[src/rtl/pwm_quad_pkg.sv]
package pwm_quad_pkg;
  localparam int NUM_CH_D  = 4;
  localparam int STEP_W_D  = 8;
  localparam int ADDR_W_D  = 5;
  localparam int DATA_W_D  = 32;
  localparam int PRE_W     = 9;   // holds the largest divide limit, 511
  localparam int SEL_W     = 2;
  localparam int SEL_LSB   = 4;   // code of channel n sits at SEL_LSB + 2n
  localparam int DUTY_LSB  = 16;

  typedef enum logic [SEL_W-1:0] {
    PS_DIV1   = 2'd0,
    PS_DIV8   = 2'd1,
    PS_DIV64  = 2'd2,
    PS_DIV512 = 2'd3
  } ps_sel_e;

  // terminal count of the prescaler: ratio - 1
  function automatic logic [PRE_W-1:0] ps_limit(input logic [SEL_W-1:0] sel);
    case (ps_sel_e'(sel))
      PS_DIV1:  ps_limit = PRE_W'(0);
      PS_DIV8:  ps_limit = PRE_W'(7);
      PS_DIV64: ps_limit = PRE_W'(63);
      default:  ps_limit = PRE_W'(511);
    endcase
  endfunction
endpackage

[src/rtl/pwm_quad_regs.sv]
module pwm_quad_regs
  import pwm_quad_pkg::*;
#(
  parameter int NUM_CH = NUM_CH_D,
  parameter int STEP_W = STEP_W_D,
  parameter int ADDR_W = ADDR_W_D,
  parameter int DATA_W = DATA_W_D
) (
  input  logic                            clk,
  input  logic                            rst_n,
  input  logic                            wr_en,
  input  logic [ADDR_W-1:0]               addr,
  input  logic [DATA_W-1:0]               wdata,
  output logic [DATA_W-1:0]               rdata,
  output logic [NUM_CH-1:0]               ch_run,
  output logic [NUM_CH-1:0][SEL_W-1:0]    ch_sel,
  output logic [NUM_CH-1:0][STEP_W-1:0]   ch_per,
  output logic [NUM_CH-1:0][STEP_W-1:0]   ch_duty
);
  localparam int IDX_W  = ADDR_W - 2;
  localparam int CTRL_W = SEL_LSB + SEL_W * NUM_CH;

  logic             aligned;
  logic [IDX_W-1:0] idx;
  logic             unused_wdata;

  assign aligned = (addr[1:0] == 2'b00);
  assign idx     = addr[ADDR_W-1:2];
  assign unused_wdata = ^{wdata[DATA_W-1:DUTY_LSB+STEP_W], wdata[DUTY_LSB-1:CTRL_W]};

  always_ff @(posedge clk or negedge rst_n) begin
    if (!rst_n) begin
      ch_run <= '0;
      ch_sel <= '0;
    end else if (wr_en && aligned && idx == '0) begin
      ch_run <= wdata[NUM_CH-1:0];
      for (int n = 0; n < NUM_CH; n++)
        ch_sel[n] <= wdata[SEL_LSB + SEL_W*n +: SEL_W];
    end
  end

  for (genvar g = 0; g < NUM_CH; g++) begin : g_cfg
    always_ff @(posedge clk or negedge rst_n) begin
      if (!rst_n) begin
        ch_per[g]  <= '0;
        ch_duty[g] <= '0;
      end else if (wr_en && aligned && idx == IDX_W'(g + 1)) begin
        ch_per[g]  <= wdata[STEP_W-1:0];
        ch_duty[g] <= wdata[DUTY_LSB +: STEP_W];
      end
    end
  end

  always_comb begin
    rdata = '0;
    if (aligned) begin
      if (idx == '0) begin
        rdata[NUM_CH-1:0] = ch_run;
        for (int n = 0; n < NUM_CH; n++)
          rdata[SEL_LSB + SEL_W*n +: SEL_W] = ch_sel[n];
      end
      for (int n = 0; n < NUM_CH; n++) begin
        if (idx == IDX_W'(n + 1)) begin
          rdata[STEP_W-1:0]          = ch_per[n];
          rdata[DUTY_LSB +: STEP_W]  = ch_duty[n];
        end
      end
    end
  end


  ctrl_write_chk: assert property (@(posedge clk) disable iff (!rst_n)
    (wr_en && aligned && idx == '0) |=> (ch_run == $past(wdata[NUM_CH-1:0])));


  misaligned_ignore_chk: assert property (@(posedge clk) disable iff (!rst_n)
    (wr_en && !aligned) |=> ($stable(ch_run) && $stable(ch_sel) && $stable(ch_per) && $stable(ch_duty)));
endmodule

[src/rtl/pwm_quad_prescale.sv]
module pwm_quad_prescale
  import pwm_quad_pkg::*;
(
  input  logic             clk,
  input  logic             rst_n,
  input  logic             run,
  input  logic [SEL_W-1:0] sel,
  output logic             tick
);
  logic [PRE_W-1:0] cnt;
  logic [PRE_W-1:0] limit;

  assign limit = ps_limit(sel);
  // >= so that a code lowered mid-run cannot strand the counter above the limit
  assign tick  = run && (cnt >= limit);

  always_ff @(posedge clk or negedge rst_n) begin
    if (!rst_n)      cnt <= '0;
    else if (!run)   cnt <= '0;
    else if (tick)   cnt <= '0;
    else             cnt <= cnt + 1'b1;
  end


  pre_range_chk: assert property (@(posedge clk) disable iff (!rst_n)
    (run && $past(run) && $stable(sel)) |-> (cnt <= limit));


  div1_every_clk_chk: assert property (@(posedge clk) disable iff (!rst_n)
    (run && $past(run) && sel == PS_DIV1 && $past(sel) == PS_DIV1) |-> tick);
endmodule

[src/rtl/pwm_quad_chan.sv]
module pwm_quad_chan #(
  parameter int STEP_W = 8
) (
  input  logic              clk,
  input  logic              rst_n,
  input  logic              run,
  input  logic              tick,
  input  logic [STEP_W-1:0] per_in,
  input  logic [STEP_W-1:0] duty_in,
  output logic              pwm
);
  logic [STEP_W-1:0] step;
  logic [STEP_W-1:0] act_per;
  logic [STEP_W-1:0] act_duty;
  logic              wrap;

  assign wrap = (act_per == '0) || ({1'b0, step} + 1'b1 >= {1'b0, act_per});
  assign pwm  = run && (act_per != '0) && (step < act_duty);

  always_ff @(posedge clk or negedge rst_n) begin
    if (!rst_n) begin
      step     <= '0;
      act_per  <= '0;
      act_duty <= '0;
    end else if (!run) begin
      step     <= '0;
      act_per  <= per_in;
      act_duty <= duty_in;
    end else if (tick) begin
      if (wrap) begin
        step     <= '0;
        act_per  <= per_in;
        act_duty <= duty_in;
      end else begin
        step <= step + 1'b1;
      end
    end
  end


  step_bound_chk: assert property (@(posedge clk) disable iff (!rst_n)
    (run && act_per != '0) |-> (step < act_per));


  shadow_hold_chk: assert property (@(posedge clk) disable iff (!rst_n)
    (run && $past(run) && !$past(tick && wrap)) |-> ($stable(act_per) && $stable(act_duty)));


  idle_reset_chk: assert property (@(posedge clk) disable iff (!rst_n)
    (!run) |=> (step == '0));


  full_high_chk: assert property (@(posedge clk) disable iff (!rst_n)
    (run && act_per != '0 && act_duty >= act_per) |-> pwm);
endmodule

[src/rtl/pwm_quad.sv]
module pwm_quad
  import pwm_quad_pkg::*;
#(
  parameter int NUM_CH = NUM_CH_D,
  parameter int STEP_W = STEP_W_D,
  parameter int ADDR_W = ADDR_W_D,
  parameter int DATA_W = DATA_W_D
) (
  input  logic              clk,
  input  logic              rst_n,
  input  logic              reg_wr,
  input  logic [ADDR_W-1:0] reg_addr,
  input  logic [DATA_W-1:0] reg_wdata,
  output logic [DATA_W-1:0] reg_rdata,
  output logic [NUM_CH-1:0] pwm_out
);
  logic [NUM_CH-1:0]             run;
  logic [NUM_CH-1:0][SEL_W-1:0]  sel;
  logic [NUM_CH-1:0][STEP_W-1:0] per;
  logic [NUM_CH-1:0][STEP_W-1:0] duty;
  logic [NUM_CH-1:0]             tick;

  pwm_quad_regs #(
    .NUM_CH(NUM_CH), .STEP_W(STEP_W), .ADDR_W(ADDR_W), .DATA_W(DATA_W)
  ) u_regs (
    .clk(clk), .rst_n(rst_n), .wr_en(reg_wr), .addr(reg_addr),
    .wdata(reg_wdata), .rdata(reg_rdata),
    .ch_run(run), .ch_sel(sel), .ch_per(per), .ch_duty(duty)
  );

  for (genvar g = 0; g < NUM_CH; g++) begin : g_ch
    pwm_quad_prescale u_pre (
      .clk(clk), .rst_n(rst_n), .run(run[g]), .sel(sel[g]), .tick(tick[g])
    );
    pwm_quad_chan #(.STEP_W(STEP_W)) u_chan (
      .clk(clk), .rst_n(rst_n), .run(run[g]), .tick(tick[g]),
      .per_in(per[g]), .duty_in(duty[g]), .pwm(pwm_out[g])
    );
  end


  reset_quiet_chk: assert property (@(posedge clk) $rose(rst_n) |-> (pwm_out == '0));
endmodule

[config.mk]
export PLATFORM = sky130hd
export DESIGN_NAME = pwm_quad
export DESIGN_NICKNAME = d
export VERILOG_FILES = /design/src/rtl/pwm_quad_pkg.sv /design/src/rtl/pwm_quad_regs.sv /design/src/rtl/pwm_quad_prescale.sv /design/src/rtl/pwm_quad_chan.sv /design/src/rtl/pwm_quad.sv
export SDC_FILE = /design/constraint.sdc
export NUM_CORES = 1
export LEC_CHECK = 0
export BUFFER_PORTS_ARGS = -buffer_cell sky130_fd_sc_hd__buf_2
export CAP_MARGIN = 30
export CORE_AREA = 2 2 147 149
export DETAILED_ROUTE_END_ITERATION = 6
export DIE_AREA = 0 0 149 151
export PLACE_DENSITY = 0.8
export SYNTH_ARGS = -nofsm -noshare
export SYNTH_HDL_FRONTEND = slang
export SYNTH_HIERARCHICAL = 1
export SYNTH_SLANG_ARGS = --single-unit
[constraint.sdc]
create_clock -name clk -period 3.6 [get_ports clk]
set_input_delay 0.72 -clock clk [delete_from_list [all_inputs] [get_ports clk]]
set_output_delay 0.72 -clock clk [all_outputs]
set_load 0.01 [all_outputs]
==> impl_metrics.prom <==
# TYPE chip_impl_metric gauge
chip_impl_metric{name="yosys_warnings",unit=""} 6
chip_impl_metric{name="power_per_cell_area",unit="mW/mm2"} 611
chip_impl_metric{name="drt-pass1-iter-count",unit=""} 4
chip_impl_metric{name="cts_inserted_buffers",unit=""} 23
chip_impl_metric{name="fmax",unit="MHz"} 303
chip_impl_metric{name="dp.final_hpwl",unit="um"} 20200
chip_impl_metric{name="violation_count_after_the_first_detailed_routing_iteration",unit=""} 499
chip_impl_metric{name="cts.clk_slew.worst_paths",unit="ps"} 60
chip_impl_info{name="type_of_origin_of_the_critical_path",value="register"} 1
chip_impl_metric{name="setup_viol_count_final",unit=""} 0
chip_impl_metric{name="critical_path.max_stage_delay",unit="ps"} 570
chip_impl_metric{name="antenna_violations_before_repair",unit=""} 0
chip_impl_metric{name="htree_num_levels",unit=""} 1
chip_impl_metric{name="hold_viol",unit=""} 0
chip_impl_metric{name="async_reset_ff_share",unit="%"} 100
chip_impl_metric{name="cts_resized",unit=""} 0
chip_impl_metric{name="finalHoldWorstSlack",unit="ps"} 243
chip_impl_metric{name="cap_violations",unit=""} 0
chip_impl_info{name="r2r_end",value="g_ch[0].u_chan/act_duty[0]"} 1
chip_impl_metric{name="syn-mean-instance-area",unit="um2"} 11.1
chip_impl_metric{name="postSynthCellCount",unit=""} 1141
chip_impl_metric{name="slew_headroom",unit="%"} 45.5
chip_impl_metric{name="drive_above_1_share",unit="%"} 27.2
chip_impl_metric{name="post-route-period-util",unit="%"} 91.7
chip_impl_info{name="endpoint_kind",value="primary output"} 1
chip_impl_metric{name="avgRoutedWirePerCell",unit="um"} 18.9
chip_impl_metric{name="grt_start_max_net_pins",unit=""} 85
chip_impl_metric{name="setup_tns",unit="ps"} 0
chip_impl_info{name="cts_tree",value="built"} 1
chip_impl_info{name="postSynth.topFlopCell",value="dfrtp_1"} 1
chip_impl_metric{name="vdd.ir_drop.worst",unit="uV"} 427
chip_impl_metric{name="netlist_area",unit="mm2"} 0.0127
chip_impl_metric{name="area_growth_syn_to_layout",unit="%"} 8.22
chip_impl_metric{name="portion_of_the_post_synthesis_area_used_by_sequential_elements",unit="%"} 41.0
chip_impl_metric{name="worst-r2r-setup-slack",unit="ps"} 430
chip_impl_metric{name="postSynthRegisterBits",unit=""} 208
chip_impl_metric{name="leakage",unit="nW"} 6.33
chip_impl_metric{name="fp-row-count",unit=""} 53
chip_impl_info{name="class_of_the_most_critical_hold_timing_path",value="in2async"} 1
chip_impl_metric{name="clkLatencyLatePin",unit="ps"} 510
chip_impl_metric{name="total_power",unit="mW"} 8.39
chip_impl_metric{name="vertical_die_dimension",unit="um"} 151
chip_impl_metric{name="number_of_distinct_library_cell_variants_in_the_gate_level_netlist_after_synthesis",unit=""} 64
chip_impl_metric{name="post_drt_via_cell_ratio",unit=""} 5.91
chip_impl_info{name="grt_setup_unrepaired",value="no"} 1
chip_impl_metric{name="port-buffer-count",unit=""} 51
chip_impl_metric{name="track_usage",unit="%"} 25.6
chip_impl_info{name="worstReg2RegStart",value="g_ch[0].u_chan/step[0]"} 1
chip_impl_metric{name="skew",unit="ps"} 12.8
chip_impl_metric{name="period_needed",unit="ps"} 3300
chip_impl_info{name="timing_worst_setup_path_type",value="reg2out"} 1
chip_impl_metric{name="r2r_cell_count",unit=""} 11
chip_impl_metric{name="post-cts-setup-buffer-count",unit=""} 0
chip_impl_info{name="cts.root.buffer_cell",value="clkbuf_16"} 1
chip_impl_metric{name="totalWireLength",unit="um"} 27800
chip_impl_metric{name="cts_max_path_buffers",unit=""} 3
chip_impl_info{name="result_of_the_run",value="finished clean"} 1
chip_impl_metric{name="gp_congestion",unit=""} 0.870
chip_impl_metric{name="n_antenna_cell",unit=""} 0
chip_impl_metric{name="drcViolationCount",unit=""} 0
chip_impl_metric{name="grt_pass1_vias",unit=""} 9034
chip_impl_info{name="path_cells",value="ha_1 > a21oi_1 > nor2b_1 > o21ai_0 > nand2b_1 > a2111oi_0 > buf_2"} 1
chip_impl_metric{name="data_arrival_time_at_the_worst_slack_endpoint",unit="ps"} 2580
chip_impl_metric{name="detailroute.via_count",unit=""} 8715
chip_impl_metric{name="placed_cell_area",unit="mm2"} 0.0129
chip_impl_metric{name="cp_max_fo",unit=""} 7
chip_impl_metric{name="num-nets-final",unit=""} 1311
chip_impl_metric{name="cp.required",unit="ps"} 2880
chip_impl_metric{name="grt_pass1_wl",unit="um"} 46200
chip_impl_metric{name="synth_enable_flop_cells",unit=""} 0
chip_impl_metric{name="fp.dieW",unit="um"} 149
chip_impl_metric{name="worst-slew-pin-transition",unit="ps"} 818
chip_impl_info{name="worst_path_max_delay_cell",value="a2111oi_0"} 1
chip_impl_metric{name="final_antenna_net_count",unit=""} 0
chip_impl_metric{name="cts.sinks",unit=""} 208
chip_impl_metric{name="i_o_pin_cnt",unit=""} 76
chip_impl_metric{name="core_area",unit="mm2"} 0.0208
chip_impl_metric{name="initial_utilization",unit="%"} 60.9
chip_impl_metric{name="report.final.slew_viol_count",unit=""} 0
chip_impl_metric{name="postCtsHoldBufs",unit=""} 0
chip_impl_metric{name="grt_remaining_overflow",unit=""} 0
chip_impl_metric{name="design.die.area",unit="mm2"} 0.0225
chip_impl_metric{name="post-route-cell-area",unit="mm2"} 0.0137
[flip-flops by register name (all words and copies together) (netlist names)]
signal	count
g_ch.u_chan/act_duty	32
u_regs/ch_run	4
u_regs/ch_sel	8
u_regs/ch_per	32
g_ch.u_chan/step	32
g_ch.u_chan/act_per	32
u_regs/ch_duty	32
g_ch.u_pre/cnt	36
[metal layers]
layer / vias up / global-route usage, % / wire length (um)
met5: - / 0 / 0
met2: 250 / 41.6 / 13100
met4: 0 / 10.9 / 1120
met1: 4296 / 34.8 / 12200
met3: 64 / 3.46 / 1350
li1: 4105 / - / -
[worst max-delay path by stage]
| stage | end | start | cells past startpoint | slack [ps] |
|---|---|---|---|---|
| floorplan | g_ch[1].u_chan/act_duty[0] | u_regs/ch_sel[3] | 12 | 890 |
| global placement | g_ch[2].u_chan/act_per[6] | u_regs/ch_sel[5] | 11 | 570 |
| detailed placement | g_ch[0].u_chan/act_duty[7] | g_ch[0].u_chan/step[0] | 11 | 460 |
| CTS | pwm_out[1] | g_ch[1].u_chan/step[4] | 7 | 190 |
| global route | pwm_out[1] | g_ch[1].u_chan/step[4] | 7 | 90 |
| finish | pwm_out[1] | g_ch[1].u_chan/step[4] | 7 | 300 |
[critical path: cells and delay by family (launching register included)]
kind	cells	cell delay, ps
fa+ha+maj	1	350
compound gates	3	880
flops	1	470
buf+inv	1	240
simple gates	2	130
[cell type report]
type                       count  area [um2]
fill                        1570        7100
multi-input combinational    791        6660
sequential                   208        5200
clock buffer                  32         659
timing repair buffer          65         382
inverter                      94         353
tap                          275         344
clock inverter                 9         126
[cell families (layout without fill, tap and decap cells)]
logic type / count (synthesis) / in the layout / share of synthesized area, %
compound gates: 196 / 196 / 12.5
xor+xnor: 52 / 52 / 3.59
fa+ha+maj: 88 / 88 / 8.68
buf+inv: 153 / 200 / 6.81
flops: 208 / 208 / 41.0
mux: 155 / 155 / 14.8
other cells: 1 / 12 / 0.0296
simple gates: 288 / 288 / 12.6
[synth_stat cells, types with 18 or more instances]
master | number | area share, %
dfrtp_1 | 208 | 41
mux2_2 | 100 | 8.9
inv_1 | 94 | 2.8
ha_1 | 88 | 8.7
nand2_1 | 87 | 2.6
o21ai_0 | 47 | 1.9
nor2_1 | 44 | 1.3
mux2_4 | 40 | 4.7
a211oi_2 | 36 | 3.6
nand3_1 | 36 | 1.4
xnor2_1 | 32 | 2.2
a21oi_1 | 20 | 0.79
xor2_1 | 20 | 1.4
buf_6 | 18 | 1.6
[layout by cell type, fill, tap and decap left out, drive strengths merged, types with 5 or more instances in the layout]
cell and instances:
o22ai 13, and2 12, a21o 8, or3b 5
o211ai 8, a211oi 36, xor2 20, nand4 13
nor2 45, nor3 9, a21oi 20, or2 7
conb 12, nand3 40, mux2 140, xnor2 32
or3 6, nand2b 14, a31oi 15, o21ai 47
mux2i 15, clkbuf 33, nor4b 5, nor2b 15
dfrtp 208, buf 64, ha 88, nand2 87
nor4 8, and4 8, a22oi 5, and3 5
a211o 8, inv 95, o31ai 7
[where the power goes]
group | leakage (nW) | switching [mW] | internal (mW) | total (mW)
registers | 2.73 | 0.502 | 2.85 | 3.35
clock network | 0.387 | 0.940 | 1.49 | 2.43
logic | 3.20 | 1.36 | 1.25 | 2.61
total | 6.33 | 2.80 | 5.59 | 8.39
[through the flow]
step	std cells	setup WS, ps	utilization (%)
floorplan	1152	892	-
global placement	1433	573	62.2
finish	1474	300	65.9
CTS	1474	189	65.9
detailed placement	1433	459	62.2
global route	1474	93.1	65.9
Power figures use the tool's default switching activity.
